==> src/rtl/sclbg_pkg.sv <==
package sclbg_pkg;

    localparam int SCLBG_CNT_W    = 7;
    localparam int SCLBG_SYNC_DEF = 2;

    typedef enum logic [1:0] {
        BG_IDLE = 2'd0,
        BG_RUN  = 2'd1,
        BG_WAIT = 2'd2,
        BG_DONE = 2'd3
    } bg_state_e;

    typedef struct packed {
        logic load;
        logic dec;
    } cnt_cmd_t;

    // true when a tick at this count ends the interval
    function automatic logic last_step(input logic [31:0] v);
        return v <= 32'd1;
    endfunction

endpackage

==> src/rtl/bg_sync.sv <==
module bg_sync #(
    parameter int STAGES = 2
) (
    input  logic clk,
    input  logic rst,
    input  logic d,
    output logic q
);
    logic [STAGES-1:0] sh;

    generate
        if (STAGES < 2) begin : g_bad
            initial $error("bg_sync needs at least two stages");
        end
    endgenerate

    always_ff @(posedge clk) begin
        if (rst) sh <= '1;
        else     sh <= {sh[STAGES-2:0], d};
    end

    assign q = sh[STAGES-1];
endmodule

==> src/rtl/bg_down_counter.sv <==
module bg_down_counter
    import sclbg_pkg::*;
#(
    parameter int W = 7
) (
    input  logic         clk,
    input  logic         rst,
    input  cnt_cmd_t     cmd,
    input  logic [W-1:0] load_val,
    output logic [W-1:0] cnt
);
    always_ff @(posedge clk) begin
        if (rst)           cnt <= '0;
        else if (cmd.load) cnt <= load_val;
        else if (cmd.dec)  cnt <= cnt - W'(1);
    end
endmodule

==> src/rtl/bg_ctrl.sv <==
module bg_ctrl
    import sclbg_pkg::*;
#(
    parameter int W = 7
) (
    input  logic         clk,
    input  logic         rst,
    input  logic         tick_en,
    input  logic         load_req,
    input  logic         release_req,
    input  logic         scl_hi,
    input  logic [W-1:0] cnt,
    output cnt_cmd_t     cmd,
    output logic         timeout,
    output bg_state_e    st
);
    bg_state_e nxt;
    logic      at_last;
    logic      nonzero;

    assign at_last = last_step(32'(cnt));
    assign nonzero = (cnt != '0);

    always_comb begin
        nxt      = st;
        cmd      = '0;
        timeout  = 1'b0;
        if (load_req) begin
            cmd.load = 1'b1;
            nxt      = BG_RUN;
        end else if (release_req) begin
            nxt = BG_WAIT;
        end else begin
            unique case (st)
                BG_WAIT: begin
                    if (scl_hi) begin
                        cmd.load = 1'b1;
                        nxt      = BG_RUN;
                    end
                end
                BG_RUN: begin
                    if (tick_en) begin
                        cmd.dec = nonzero;
                        if (at_last) begin
                            timeout = 1'b1;
                            nxt     = BG_DONE;
                        end
                    end
                end
                default: nxt = st;
            endcase
        end
    end

    always_ff @(posedge clk) begin
        if (rst) st <= BG_IDLE;
        else     st <= nxt;
    end
endmodule

==> src/rtl/scl_baud_gen.sv <==
module scl_baud_gen
    import sclbg_pkg::*;
#(
    parameter int CNT_W       = SCLBG_CNT_W,
    parameter int SYNC_STAGES = SCLBG_SYNC_DEF
) (
    input  logic             clk,
    input  logic             rst,
    input  logic             tick_en,
    input  logic [CNT_W-1:0] reload_val,
    input  logic             load_req,
    input  logic             release_req,
    input  logic             scl_pin,
    output logic             timeout,
    output logic [CNT_W-1:0] count
);
    logic      scl_hi;
    cnt_cmd_t  cmd;
    bg_state_e st;

    bg_sync #(.STAGES(SYNC_STAGES)) u_sync (
        .clk (clk),
        .rst (rst),
        .d   (scl_pin),
        .q   (scl_hi)
    );

    bg_ctrl #(.W(CNT_W)) u_ctrl (
        .clk         (clk),
        .rst         (rst),
        .tick_en     (tick_en),
        .load_req    (load_req),
        .release_req (release_req),
        .scl_hi      (scl_hi),
        .cnt         (count),
        .cmd         (cmd),
        .timeout     (timeout),
        .st          (st)
    );

    bg_down_counter #(.W(CNT_W)) u_cnt (
        .clk      (clk),
        .rst      (rst),
        .cmd      (cmd),
        .load_val (reload_val),
        .cnt      (count)
    );
endmodule

==> config.mk <==
export PLATFORM = sky130hd
export DESIGN_NAME = scl_baud_gen
export DESIGN_NICKNAME = d
export VERILOG_FILES = /design/src/rtl/sclbg_pkg.sv /design/src/rtl/bg_sync.sv /design/src/rtl/bg_down_counter.sv /design/src/rtl/bg_ctrl.sv /design/src/rtl/scl_baud_gen.sv
export SDC_FILE = /design/constraint.sdc
export NUM_CORES = 1
export LEC_CHECK = 0
export ABC_AREA = 1
export BUFFER_PORTS_ARGS = -buffer_cell sky130_fd_sc_hd__buf_2
export CORE_MARGIN = 2
export CORE_UTILIZATION = 45
export DETAILED_ROUTE_END_ITERATION = 12
export PLACE_DENSITY = 0.78
export SLEW_MARGIN = 10
export SYNTH_ARGS = -nofsm -noshare
export SYNTH_HDL_FRONTEND = slang
export SYNTH_HIERARCHICAL = 1
export SYNTH_SLANG_ARGS = --single-unit
==> constraint.sdc <==
create_clock -name clk -period 1.3 [get_ports clk]
set_input_delay 0.195 -clock clk [delete_from_list [all_inputs] [get_ports clk]]
set_output_delay 0.195 -clock clk [all_outputs]
set_load 0.01 [all_outputs]
-- After elaboration in Yosys (flattened, before gate mapping)
Index checks and enable logic that the tools add are counted.
- $add $sub $neg: 1
- order comparisons: 1
- equality and inequality tests: 8
- multiplexer cells: 20
- reductions and logical operators: 7
- operator list (cell ; number):
    2-to-1 mux 7 bit ; 2
    2-to-1 mux 1 bit ; 12
    2-to-1 mux 2 bit ; 5
    != test 4 bit (second input constant) ; 2
    AND reduction 4 bit ; 2
    <= comparator 7 x 1 -> 1 bit (second input constant) ; 1
    nonzero test 7 bit ; 1
    subtractor 7 x 1 -> 7 bit (second input constant) ; 1
    != test 3 bit (second input constant) ; 2
    != test 4 x 3 -> 1 bit (second input constant) ; 1
    one-hot mux 2 bit (2 select lines) ; 1
    nonzero test 4 bit ; 1
    != test 3 x 2 -> 1 bit (second input constant) ; 1
    nonzero test 3 bit ; 1
    equality test 2 x 1 -> 1 bit (second input constant) ; 1
    equality test 2 bit (second input constant) ; 1
    nonzero test 2 bit ; 1
    OR reduction 2 bit ; 1
- register bits: 11
- input bits: 13
- logic and storage cells: 41

-- Depth between registers and ports, before layout
Gate-level depths: netlist of run 1.
- depth after elaboration: 7
- depth in mapped cells: 11
- mapped depth without buffers: 11

-- Hierarchy
Netlist of run 1, hierarchy kept.
- modules (own cells, without submodules) (module ; instances ; cells an instance ; area an instance (um^2) ; sequential area each (um^2)):
    bg_down_counter ; 1 ; 65 ; 439.2 ; 140.1
    bg_ctrl ; 1 ; 48 ; 257.7 ; 40.0
    bg_sync ; 1 ; 7 ; 58.8 ; 40.0

-- Least setup slack after synthesis of run 1
OpenSTA, ideal clock, no wires.
- path kind: register to register
- start point: register u_ctrl.st[0]
- end point: register u_cnt.cnt[2]
- arrival time: 1319 ps
- required time: 1187 ps
- path slack: -132 ps
- cell stages (with the launch flop): 12
- path buffers: 0
- clock period less this slack: 1432 ps
- cells stage by stage: dfxtp_1 inv_1 ha_1 inv_1 o31ai_1 inv_1 nand2_2 inv_2 nand2_1 nand2_1 o21ai_1 inv_1
- RTL lines (element ; line ; text):
    start, declared ; bg_ctrl.sv:15 ; output bg_state_e st
    start signal, assigned ; bg_ctrl.sv:57 ; else st <= nxt;
    end signal, assigned ; bg_down_counter.sv:14 ; else if (cmd.load) cnt <= load_val;
    end signal, assigned ; bg_down_counter.sv:15 ; else if (cmd.dec) cnt <= cnt - W'(1);
    end, declared ; bg_down_counter.sv:10 ; output logic [W-1:0] cnt

-- Worst setup path after layout of run 1
- start point: register u_ctrl.st[1]
- end point: output port timeout
- word-level cells in the longest chain between the ends: 4
- RTL lines (element ; line ; text):
    equality test 2 x 1 -> 1 bit ; bg_ctrl.sv:34 ; unique case (st)
    2-to-1 mux 1 bit ; bg_ctrl.sv:34 ;
    2-to-1 mux 1 bit ; bg_ctrl.sv:31 ; end else if (release_req) begin
    2-to-1 mux 1 bit ; bg_ctrl.sv:28 ; if (load_req) begin
    end, declared ; scl_baud_gen.sv:14 ; output logic timeout,
No other way between the ends.

==> results of run 1 <==
per-layer routing:
layer,vias up,share of wire [%]
li1,467,-
met2,36,51
met1,424,39
met3,10,5.8
met4,0,4.0
met5,-,0
power by group:
group | switching (W) | leakage (nW) | internal, W
Clock | 0.000112 | 0.0150 | 0.000119
Combinational | 0.000182 | 0.485 | 0.000148
Sequential | 0.0000206 | 0.0925 | 0.000360
Total | 0.000315 | 0.592 | 0.000627
worst max-delay path by stage:
stage	from	end	slack, ns
3_5_place_dp	u_ctrl/st[0]	u_cnt/cnt[2]	-0.14
3_3_place_gp	u_ctrl/st[0]	u_cnt/cnt[5]	-0.12
4_1_cts	u_ctrl/st[0]	u_cnt/cnt[2]	-0.13
6_report	u_ctrl/st[1]	timeout	-0.19
2_1_floorplan	u_ctrl/st[0]	u_cnt/cnt[2]	-0.04
5_1_grt	u_ctrl/st[1]	u_cnt/cnt[5]	-0.23
registers in the layout (all words and copies together), names as in the netlist:
| register | cells |
|---|---|
| u_ctrl/st | 2 |
| u_cnt/cnt | 7 |
| u_sync/sh | 2 |
final cells by class:
| type | instances | area (um2) | area share (%) |
|---|---|---|---|
| inverters | 25 | 101 | 9.00 |
| clock buffers | 4 | 26.3 | 2.33 |
| multi-input cells | 83 | 510 | 45.3 |
| repair buffers | 37 | 239 | 21.2 |
| flip-flops and latches | 11 | 229 | 20.3 |
| well taps | 16 | 20.0 | 1.78 |
cell families (layout without fill, tap and decap cells):
| group | Yosys count | in the layout | synth area share, % |
|---|---|---|---|
| AND/OR/NAND/NOR | 63 | 63 | 39.1 |
| buffers and inverters | 26 | 66 | 13.9 |
| AO/OA/AOI/OAI | 17 | 17 | 12.9 |
| flip-flops | 11 | 11 | 29.1 |
| adder cells (fa/ha/maj) | 3 | 3 | 4.97 |
worst reg2reg max path, cell delays in order, from the launching register on:
cell and delay (ns):
dfxtp_4 0.36, inv_2 0.07, ha_4 0.14, nand4_1 0.11, buf_4 0.18, nor2_4 0.17
nand2_4 0.09, inv_4 0.07, nand3_1 0.08, a21oi_1 0.14
synthesized netlist by cell type:
| cell | number |
|---|---|
| nor2_2 | 2 |
| nand2_2 | 2 |
| buf_6 | 1 |
| inv_1 | 23 |
| a21oi_1 | 7 |
| nor3_1 | 2 |
| or2_2 | 1 |
| o31ai_1 | 1 |
| a22oi_1 | 4 |
| nand2_1 | 25 |
| ha_1 | 3 |
| o21ai_1 | 5 |
| inv_2 | 2 |
| nor2_1 | 11 |
| nand3_1 | 13 |
| nand4_1 | 5 |
| dfxtp_1 | 11 |
| nor2_4 | 2 |
per-stage QoR:
step,hold WS [ns],total power [W]
after global placement,0.365,0.000666
after global routing,0.0915,0.00100
after CTS,0.0861,0.000930
after floorplan,0.257,0.000559
final,0.0908,0.000941
after detailed placement,0.369,0.000676
repair_timing:
item | in CTS | in global routing
pin swaps | 9 | 11
setup endpoints to repair | 9 | 10
resized for setup | 12 | 9
cloned | 1 | 0
hold buffers | 0 | 0
buffers inserted | 1 | 1
==> impl_metrics.env, run 1 <==
export IMPL_first_iter_violations=27
export IMPL_maxCapViolCount=0
export IMPL_clkSinkCount=11
export IMPL_drive_gt1_share_pct=41.9
export IMPL_coreArea_mm2=0.00154
export IMPL_grt_overflow=0
export IMPL_fin_ws_ns=-0.192
export IMPL_worstHoldEndpoint="u_sync/sh[0]"
export IMPL_cts_buffer_depth=2
export IMPL_finalHoldViolCount=0
export IMPL_via_per_inst=5.32
export IMPL_worst_pin_slew_ns=0.246
export IMPL_crit_family="flip-flops"
export IMPL_numPlacedInstances=169
export IMPL_yosys_warnings=6
export IMPL_grt_use_met1_pct=22.9
export IMPL_path_clk_slew_ns=0.06
export IMPL_wl_per_cell_um=12.2
export IMPL_hp_class="input port to flop"
export IMPL_pre_cts_ws_ns=-0.143
export IMPL_ant_nets=0
export IMPL_num_rows=14
export IMPL_reg2reg_depth=9
export IMPL_final_cell_mix="nand2_1, buf_2, inv_1"
export IMPL_seq_area_frac_synth_pct=29.1
export IMPL_grt_busiest_layer="met2"
export IMPL_setup_violations=8
export IMPL_cts_tree="yes"
export IMPL_drtPass1Iterations=5
export IMPL_syn_inst=120
export IMPL_crit_type="flop to primary output"
export IMPL_finalClockSkew_ns=0.00281
export IMPL_antennaDiodeCount=0
export IMPL_rr_endpoint="u_cnt/cnt[3]"
export IMPL_final_net_count=177
export IMPL_place_area_mm2=0.00100
export IMPL_die_h_um=45.0
export IMPL_vdd_drop_max_v=0.000658
export IMPL_clk_latency_ns=0.27
export IMPL_grt_max_degree=9
export IMPL_tns_ns=-1.09
export IMPL_htreeDepth=1
export IMPL_gp_congestion=0.920
export IMPL_critical_path_cell_count=6
export IMPL_critPathLaunchType="flop"
export IMPL_cts_root_buf="clkbuf_4"
export IMPL_synth_area_leaders="dfxtp_1, nand2_1, inv_1, nand3_1, nor2_1"
export IMPL_required_ns=1.11
export IMPL_initial_core_util_pct=49.0
export IMPL_grt_pass1_vias=867
export IMPL_fin_area_mm2=0.00113
export IMPL_path_cells="inv_2 > ha_4 > nand4_1 > buf_4 > nor2_4 > buf_6"
export IMPL_syn_avg_cell_area_um2=6.30
export IMPL_r2r_start="u_ctrl/st[1]"
export IMPL_final_common_cell="nand2_1"
export IMPL_p_per_area_mw_per_mm2=836
export IMPL_r2r_setup_slack_ns=-0.16
export IMPL_yosys_area_top_type="dfxtp_1"
export IMPL_track_usage_pct=23.5
export IMPL_crit_fanout=3
export IMPL_grtUsageMet3_pct=6.80
export IMPL_yosysUniqueCellTypes=18
export IMPL_cpPeakStageDelay_ns=0.36
export IMPL_grt_pass1_wl_mm=3.40
export IMPL_arrival_ns=1.30
export IMPL_die_x_um=45.0
export IMPL_io_pins=21
export IMPL_crit_buf_inv=3
export IMPL_p_leak_nw=0.592
export IMPL_timing_final_crit_share_pct=115
export IMPL_fin_crit_ns=1.49
export IMPL_outcome="finished, violations left"
export IMPL_dieArea_mm2=0.00202
export IMPL_routed_wl_mm=2.15
export IMPL_nFillCells=126
export IMPL_slew_violations=0
export IMPL_cts_buffers=3
export IMPL_final_cells=176
export IMPL_rsz0062_at_grt="true"
export IMPL_critPathCaptureType="primary output"
export IMPL_numPortBuffers=20
export IMPL_area_growth_pct=49.0
export IMPL_crit_slowest_cell="dfxtp_4"
export IMPL_slew_headroom_pct=83.6
export IMPL_vias=937
export IMPL_drc=0
export IMPL_antenna_found_initial=0
export IMPL_hold_depth=3
export IMPL_synth_fp_nets=136
export IMPL_hp_start="scl_pin"
export IMPL_postLayoutCoreUtil_pct=73.1
export IMPL_fmax_mhz=670
export IMPL_hpwl_mm=1.62
export IMPL_yosys_area_top_type_share_pct=29.1
export IMPL_grtUsageMet2_pct=42.3
export IMPL_synth_area_um2=756
export IMPL_synth_seq_cells=11
export IMPL_violations="setup timing"
(Power assumes the default switching activity.)
==> run 2: changes to the inputs <==
- CELL_PAD_IN_SITES_DETAIL_PLACEMENT: not set -> 0
- CELL_PAD_IN_SITES_GLOBAL_PLACEMENT: not set -> 1
- CORE_UTILIZATION: 45 -> 30
- PLACE_DENSITY: 0.78 -> 0.77
==> run 2 against run 1 <==
Net effect: the run still ends with setup timing left; sequential share of layout area fell by 2.2 points; largest cell class unchanged; clock skew barely moved; clock power rose by 2%; hold slack gained 0.0043 ns; largest power group unchanged; via count is 2.8% lower.
==> impl_metrics.env, run 2 (synthesis results as in run 1) <==
export IMPL_outcome="finished, violations left"
export IMPL_violations="setup timing"
export IMPL_path_clk_slew_ns=0.07
export IMPL_crit_buf_inv=3
export IMPL_power_frac_seq_pct=38.5
export IMPL_cts_root_buf="clkbuf_4"
export IMPL_place_area_mm2=0.00105
export IMPL_cpPeakStageDelay_ns=0.36
export IMPL_hold_depth=3
export IMPL_p_sw_w=0.000335
export IMPL_slew_violations=0
export IMPL_timing_final_crit_share_pct=109
export IMPL_cts_buffers=3
export IMPL_crit_slowest_cell="dfxtp_4"
export IMPL_crit_family="flip-flops"
export IMPL_crit_fanout=3
export IMPL_dieArea_mm2=0.00294
export IMPL_antenna_found_initial=0
export IMPL_arrival_ns=1.22
export IMPL_combPwrFrac_pct=37.4
export IMPL_routed_wl_mm=2.16
export IMPL_vdd_drop_max_v=0.000511
export IMPL_clk_latency_ns=0.27
export IMPL_reg2reg_depth=10
export IMPL_critPathCaptureType="primary output"
export IMPL_hp_class="input port to flop"
export IMPL_fin_ws_ns=-0.116
export IMPL_antennaDiodeCount=0
export IMPL_final_common_cell="nand2_1"
export IMPL_initial_core_util_pct=31.1
export IMPL_fin_crit_ns=1.42
export IMPL_first_iter_violations=13
export IMPL_gp_congestion=0.805
export IMPL_die_x_um=54.2
export IMPL_final_cell_mix="nand2_1, buf_2, inv_1"
export IMPL_critical_path_cell_count=6
export IMPL_critPathLaunchType="flop"
export IMPL_grt_pass1_wl_mm=3.46
export IMPL_setup_violations=8
export IMPL_coreArea_mm2=0.00243
export IMPL_final_net_count=182
export IMPL_htreeDepth=1
export IMPL_cts_tree="yes"
export IMPL_worst_pin_slew_ns=0.219
export IMPL_slew_headroom_pct=85.4
export IMPL_track_usage_pct=16.5
export IMPL_area_growth_pct=67.4
export IMPL_clkSinkCount=11
export IMPL_finalHoldViolCount=0
export IMPL_rsz0062_at_grt="true"
export IMPL_finalClockSkew_ns=0.00329
export IMPL_drc=0
export IMPL_grt_overflow=0
export IMPL_p_leak_nw=0.628
export IMPL_hpwl_mm=1.59
export IMPL_timing_hold_ws_ns=0.0951
export IMPL_grt_pass1_vias=879
export IMPL_vias=911
export IMPL_max_flop_register="u_cnt/cnt"
export IMPL_io_pins=21
export IMPL_ant_nets=0
export IMPL_numPortBuffers=20
export IMPL_num_rows=18
export IMPL_maxCapViolCount=0
export IMPL_grt_max_degree=9
export IMPL_path_cells="inv_4 > ha_4 > nand4_1 > buf_4 > nor2_4 > buf_6"
export IMPL_required_ns=1.11
export IMPL_fmax_mhz=706
export IMPL_p_per_area_mw_per_mm2=772
export IMPL_largest_reg_flops=7
export IMPL_via_per_inst=4.67
export IMPL_fin_area_mm2=0.00126
export IMPL_final_cells=195
export IMPL_crit_type="flop to primary output"
export IMPL_totalPowerFinal_w=0.000977
export IMPL_netSwitchingFraction_pct=34.3
export IMPL_numPlacedInstances=187
export IMPL_drive_gt1_share_pct=50.3
export IMPL_power_internal_w=0.000642
export IMPL_p_clk_share_pct=24.1
export IMPL_reg_largest_list="u_cnt/cnt: 7 flops, u_ctrl/st: 2 flops, u_sync/sh: 2 flops"
export IMPL_wl_per_cell_um=11.1
export IMPL_cts_buffer_depth=2
export IMPL_drtPass1Iterations=4
export IMPL_die_h_um=54.2
==> run 2: final timing paths <==
| kind | slack (ns) | start | endpoint |
|---|---|---|---|
| worst min-delay path | 0.1 | scl_pin | u_sync/sh[0] |
| worst max register to register | -0.10 | u_ctrl/st[0] | u_cnt/cnt[2] |
| worst min register to register | 0.42 | u_sync/sh[0] | u_sync/sh[1] |
| worst max-delay path | -0.12 | u_ctrl/st[1] | timeout |
==> run 2: power by group through the flow <==
stage	registers [W]	clock network (W)	logic (W)
after detailed placement	0.000383	0	0.000296
after global placement	0.000383	0	0.000295
after CTS	0.000377	0.000249	0.000337
after global routing	0.000380	0.000270	0.000406
after floorplan	0.000398	0	0.000161
final	0.000376	0.000235	0.000365
==> run 2: timing repair <==
action | in CTS | in global routing
buffers inserted | 4 | 0
setup endpoints to repair | 8 | 10
cloned | 0 | 0
resized for setup | 20 | 17
pin swaps | 13 | 7
hold buffers | 0 | 0
endpoints found under the hold margin | 0 | 0
==> run 2: final cells by class <==
cell class                      instances  area, um2
Fill cell                             243       1170
Multi-Input combinational cell         83        564
Timing Repair Buffer                   42        303
Sequential cell                        11        229
Inverter                               25        104
Tap cell                               30       37.5
Clock buffer                            3       22.5
Clock inverter                          1       5.00
==> run 2: worst reg2reg max path, cell delays in order, from the launching register on <==
cell and delay [ns]:
dfxtp_4 0.36, inv_2 0.07, ha_4 0.14, inv_4 0.04, o31ai_4 0.20, inv_2 0.09
buf_6 0.12, nand2_1 0.06, a21oi_1 0.05, o21ai_1 0.14, inv_1 0.04
==> run 2: metal layers <==
metal | global-route usage [%] | up-vias | routed length [um]
met5 | 0 | - | 0
met4 | 5.00 | 0 | 27
met3 | 5.00 | 4 | 93
met2 | 29.7 | 17 | 1140
met1 | 18.3 | 412 | 901
li1 | - | 478 | -
==> run 2: stage by stage <==
| step | setup TNS, ns | utilization [%] | setup WS, ns |
|---|---|---|---|
| 6_report | -0.691 | 52.0 | -0.116 |
| 5_1_grt | -1.64 | 52.0 | -0.222 |
| 4_1_cts | -0.675 | 49.3 | -0.140 |
| 3_5_place_dp | -0.718 | 43.3 | -0.133 |
| 3_3_place_gp | -0.556 | 43.3 | -0.118 |
| 2_1_floorplan | -0.111 | - | -0.0418 |
